==> src/rtl/ow_triplet.sv <==
`timescale 1ns/1ps
module ow_triplet (
  input  logic       clk,
  input  logic       rst_n,
  input  logic       start,
  input  logic       pref_dir,
  output logic       busy,
  output logic       slot_req,
  output logic       slot_bit,
  input  logic       slot_done,
  input  logic       slot_rd,
  output logic       done,
  output logic [2:0] status
);

  typedef enum logic [2:0] {
    S_IDLE, S_REQ_ID, S_WAIT_ID, S_REQ_CMP, S_WAIT_CMP, S_REQ_WR, S_WAIT_WR
  } state_t;

  state_t     st;
  logic       id_q, cmp_q, pref_q, dir_q, done_q;
  logic [2:0] status_q;

  always_ff @(posedge clk) begin
    if (!rst_n) begin
      st       <= S_IDLE;
      id_q     <= 1'b0;
      cmp_q    <= 1'b0;
      pref_q   <= 1'b0;
      dir_q    <= 1'b0;
      done_q   <= 1'b0;
      status_q <= 3'b000;
    end else begin
      done_q <= 1'b0;
      case (st)
        S_IDLE:
          if (start) begin
            pref_q <= pref_dir;
            st     <= S_REQ_ID;
          end
        S_REQ_ID:  st <= S_WAIT_ID;
        S_WAIT_ID:
          if (slot_done) begin
            id_q <= slot_rd;
            st   <= S_REQ_CMP;
          end
        S_REQ_CMP: st <= S_WAIT_CMP;
        S_WAIT_CMP:
          if (slot_done) begin
            cmp_q <= slot_rd;
            if (id_q && slot_rd) begin
              status_q <= 3'b011;
              done_q   <= 1'b1;
              st       <= S_IDLE;
            end else begin
              dir_q <= (id_q ^ slot_rd) ? id_q : pref_q;
              st    <= S_REQ_WR;
            end
          end
        S_REQ_WR:  st <= S_WAIT_WR;
        S_WAIT_WR:
          if (slot_done) begin
            status_q <= {dir_q, cmp_q, id_q};
            done_q   <= 1'b1;
            st       <= S_IDLE;
          end
        default:   st <= S_IDLE;
      endcase
    end
  end

  assign busy     = (st != S_IDLE);
  assign slot_req = (st == S_REQ_ID) || (st == S_REQ_CMP) || (st == S_REQ_WR);
  assign slot_bit = (st == S_REQ_WR) ? dir_q : 1'b1;
  assign done     = done_q;
  assign status   = status_q;

endmodule

==> config.mk <==
export PLATFORM = sky130hd
export DESIGN_NAME = ow_triplet
export DESIGN_NICKNAME = d
export VERILOG_FILES = /design/src/rtl/ow_triplet.sv
export SDC_FILE = /design/constraint.sdc
export NUM_CORES = 1
export LEC_CHECK = 0
export CORE_AREA = 4 4 41 43
export DETAILED_ROUTE_END_ITERATION = 16
export DIE_AREA = 0 0 45 47
export DONT_BUFFER_PORTS = 1
export GPL_TIMING_DRIVEN = 0
export PLACE_DENSITY = 0.65
export SKIP_CTS_REPAIR_TIMING = 1
export SLEW_MARGIN = 30
export SYNTH_ARGS = -nofsm -noshare
export SYNTH_HDL_FRONTEND = slang
export SYNTH_SLANG_ARGS = --single-unit
==> constraint.sdc <==
create_clock -name clk -period 1.5 [get_ports clk]
set_input_delay 0.15 -clock clk [delete_from_list [all_inputs] [get_ports clk]]
set_output_delay 0.15 -clock clk [all_outputs]
set_load 0.005 [all_outputs]
# After elaboration in Yosys (flattened, before gate mapping)
# Index checks and enable logic that the tools add are counted.
[totals] wordCells=48 reg_bits=11 output_inout_bits=7 input_bits=6
[classes] n_mux=16 n_reduce_logical=12 n_eq_ne=11 bitwise_logic=2
[ops] operator="$mux W3" n=8
[ops] operator="$pmux W3 S7" n=1
[ops] operator="$ne A2 B2 Y1 const B" n=5
[ops] operator="$eq A3 B3 Y1 const B" n=3
[ops] operator="$reduce_and A4 Y1" n=2
[ops] operator="$eq A3 B2 Y1 const B" n=2
[ops] operator="$pmux W3 S2" n=1
[ops] operator="$reduce_and A2 Y1" n=3
[ops] operator="$mux W1" n=5
[ops] operator="$eq A3 B1 Y1 const B" n=1
[ops] operator="$logic_not A3 Y1" n=1
[ops] operator="$reduce_and A3 Y1" n=1
[ops] operator="$reduce_bool A3 Y1" n=1
[ops] operator="$logic_or A1 B1 Y1" n=2
[ops] operator="$pmux W1 S2" n=1
[ops] operator="$reduce_bool A2 Y1" n=1
[ops] operator="$logic_and A1 B1 Y1" n=1
[ops] operator="$not A1 Y1" n=1
[ops] operator="$xor A1 B1 Y1" n=1

# Depth between registers and ports, before layout
[depth] word_depth=4 ltp_mapped=4 depth_no_buf=4

# Worst setup path after synthesis
# No wires, ideal clock.
[synth_timing] path_type="flip-flop to flip-flop" start="reg id_q" end="reg dir_q" path_slack_ps=393 t_required_ps=1409 n_path_buf=0 synth_period_minus_slack_ps=1107 stages_incl_launch_ff=5 arrival_ps=1016 setup_ps=91 path_cell_list="dfxtp_1 -> ha_1 -> nor3b_2 -> a21oi_1 -> a311oi_1"
[synth_via] elab_chain_len=3 elab_cells_between_ends=5 classes_between="1 x mux; 2 x bitwise; 2 x reduce/logical"
[synth_rtl] element="start: declaration" line="21" text="logic id_q, cmp_q, pref_q, dir_q, done_q;"
[synth_rtl] element="start signal: assignment" line="44" text="id_q <= slot_rd;"
[synth_rtl] element="$logic_and A1 B1 Y1" line="51" text="if (id_q && slot_rd) begin"
[synth_rtl] element="$not A1 Y1 (no line)"
[synth_rtl] element="$reduce_and A3 Y1 (no line)"
[synth_rtl] element="end signal: assignment" line="56" text="dir_q <= (id_q ^ slot_rd) ? id_q : pref_q;"
[synth_rtl] element="end: declaration" line="21"
# Several ways; a longest one is shown, not always the timed one.
# A chain may end at the register's enable or synchronous reset.

# Worst setup path in the final report
[layout_timing] start="reg st[2]" end="out busy"
[layout_via] elab_chain_len=1
[layout_rtl] element="start: declaration" line="20" text="state_t st;"
[layout_rtl] element="start signal: assignment" line="26" text="st <= S_IDLE;"
[layout_rtl] element="start signal: assignment" line="39" text="st <= S_REQ_ID;"
[layout_rtl] element="start signal: assignment" line="41" text="S_REQ_ID: st <= S_WAIT_ID;"
[layout_rtl] element="$reduce_bool A3 Y1" line="72" text="assign busy = (st != S_IDLE);"
[layout_rtl] element="end: declaration" line="7" text="output logic busy,"
# Every way passes these cells.

==> reports/qor.yml <==
status:
  status: "finished clean"
cells_and_area:
  layout_common_cells: "11 x dfxtp_1, 8 x mux2i_1, 4 x nand2_1, 4 x nor2_1"
  final_common_cell: "dfxtp_1"
  antenna_cells: 0
  fin_nets: 70
  multiInputGateArea_um2: 339
  seq_area_um2: 220
  syn_to_final_growth_pct: 9.42
  drive_gt1_share_pct: 16.1
  n_fill_cell: 132
  fin_area_um2: 639
worst_setup_path:
  slowest_delay_ns: 0.40
  critical_path.max_fanout: 10
  timing.rr.start: "id_q$_SDFFE_PN0P_"
  critical_path_buf_inv_count: 1
  cp-startpoint: "st[2]$_SDFFE_PN0P_"
  crit_path_cell_trace: "buf_2 -> or3_1"
  crit_type: "reg -> out"
  arrival_ns: 1.25
  worstSetupStartpointType: "flop"
  slowest_stage: "or3_1"
  cp_top_family: "simple AND/OR/NAND/NOR gates"
  crit_cells: 2
  crit_path_end_kind: "output pin"
  reg2reg_depth: 4
  critPathRequiredTime_ns: 1.35
placed_design:
  placed_cell_area_um2: 603
  routabilityCongestion: 0.713
  io_buffers: 0
  dp_slack_ns: 0.283
  dpl.hpwl_um: 818
yosys:
  syn_inst: 57
  ys_seq_area_share_pct: 37.7
  netlist_area_um2: 584
  synth_nets: 64
  ys.warnings.count: 0
  yosysUniqueCellTypes: 29
  synth-seq-cells: 11
  syn_avg_cell_area_um2: 10.3
timing:
  fin_skew_ns: 0.00676
  hold_viol_final: 0
  setup-violations-final: 0
  slew_headroom_pct: 84.2
  timing.final.crit_share_pct: 93.6
  fin_ws_ns: 0.0958
  period_needed_ns: 1.40
  worstMarginPinSlew_ns: 0.236
  slew_viol_final: 0
  fmax_mhz: 712
  setup_tns_ns: 0
  grt_setup_unrepaired: "false"
min_path:
  hold_class: "in -> reg"
  min_delay_path_depth: 2
  holdCritStartpoint: "rst_n"
drt:
  num_vias: 442
  drt_drc_violations_left: 0
  post_drt_wl_per_cell_um: 14.3
  viasPerCell: 5.74
  drtPass1Iterations: 2
  finalWirelength_um: 1100
  dr.first_iter.drc_count: 5
  ant_nets: 0
die:
  num_rows: 13
  dieWidth_um: 45
  initial_utilization_pct: 44.9
  die_h_um: 47
  core_mm2: 0.00130
  design.die.area_mm2: 0.00212
  io_pins: 13
cts:
  path_clk_slew_ns: 0.07
  numCtsBuffers: 3
  clock_path_buffers: 2
  insertion_delay_ns: 0.27
  cts-root-buf: "clkbuf_4"
  numClockSinks: 11
  cts_tree: "done"
  cts-htree-levels: 1
global_route:
  grt_overflow_total: 0
  grt_usage_pct: 12.5
  grt_first_pass_wirelength_um: 1870
  grt_max_degree: 11
  grt_antenna_before_repair: 0
  first_global_vias: 426
power_and_ir_drop:
  internal_power_w: 0.000447
  seqPwrFrac_pct: 52.1
  p_sw_w: 0.000152
  p_clk_share_pct: 33.9
  switching_share_pct: 25.4
  cellPowerDensity_mw_per_mm2: 938
  leakage_nw: 0.253
  ir_drop_mv: 0.614
  p_comb_share_pct: 13.9
flow_run:
  maxCapViolCount: 0
==> layout make-up <==
type                            count  area share [%]
Timing Repair Buffer                1            1.57
Sequential cell                    11            34.4
Inverter                            1           0.587
Tap cell                           15            2.94
Buffer                              3            3.33
Multi-Input combinational cell     42            53.0
Clock buffer                        4            4.11
==> flip-flops by register name (all words and copies together), names as in the netlist <==
register / count
st: 3
status: 3
cmp_q: 1
dir_q: 1
done: 1
id_q: 1
pref_q: 1
==> power groups by stage <==
stage                logic, W  clock network (W)  registers [W]
floorplan           0.0000709                  0       0.000316
global placement    0.0000809                  0       0.000319
detailed placement  0.0000826                  0       0.000319
CTS                 0.0000827           0.000208       0.000312
global route        0.0000921           0.000215       0.000314
finish              0.0000836           0.000203       0.000313
==> metrics by stage <==
stage	power [W]	hold slack, ns	std cells	util, %
4_1_cts	0.000603	-0.00372	76	48.4
3_5_place_dp	0.000402	0.275	72	46.3
2_1_floorplan	0.000387	0.272	57	-
6_report	0.000600	0.0279	77	49.1
3_3_place_gp	0.000400	0.276	72	46.3
5_1_grt	0.000622	0.0345	77	49.1
==> kinds of logic (layout without fill, tap and decap cells) <==
| logic type | Yosys count | in the layout | share of synthesized area [%] |
|---|---|---|---|
| muxes | 8 | 8 | 13.7 |
| buffers and inverters | 4 | 9 | 4.28 |
| adders and majority gates | 1 | 1 | 2.14 |
| AOI/OAI and AO/OA | 10 | 10 | 13.1 |
| DFF | 11 | 11 | 37.7 |
| and+or+nand+nor | 23 | 23 | 29.1 |
==> cell usage after synthesis, drive strengths merged <==
master,n,area share (%)
dfxtp,11,38
mux2i,8,14
nand2,4,2.6
nor2,4,2.6
a21oi,3,2.6
buf,3,3.6
nor2b,3,3.6
and4bb,2,4.3
nor3b,2,3.4
o21ai,2,1.7
a21boi,1,1.3
a2bb2oi,1,1.5
a311oi,1,1.5
and2,1,1.1
and2b,1,1.3
ha,1,2.1
inv,1,0.64
nand3b,1,1.3
nand4,1,1.1
nand4bb,1,1.9
nor3,1,0.86
nor4b,1,4.1
o211a,1,3.0
o221ai,1,1.5
or3,1,1.1
==> per-layer routing <==
layer / vias up / GRT usage, % / wire length, µm / part of all wire, %
met3: 5 / 2.68 / 54 / 4.9
met2: 9 / 18.1 / 470 / 43
met1: 208 / 16.4 / 547 / 50
met5: - / 0 / 0 / 0
li1: 220 / - / - / -
met4: 0 / 8.77 / 29 / 2.6
==> final timing paths <==
path	end	slack, ns
setup / recovery	busy	0.1
hold / removal	status[2]$_SDFFE_PN0P_	0.03
setup reg to reg	dir_q$_SDFFE_PN0P_	0.26
hold reg to reg	status[2]$_SDFFE_PN0P_	0.48
(Power assumes the default switching activity.)
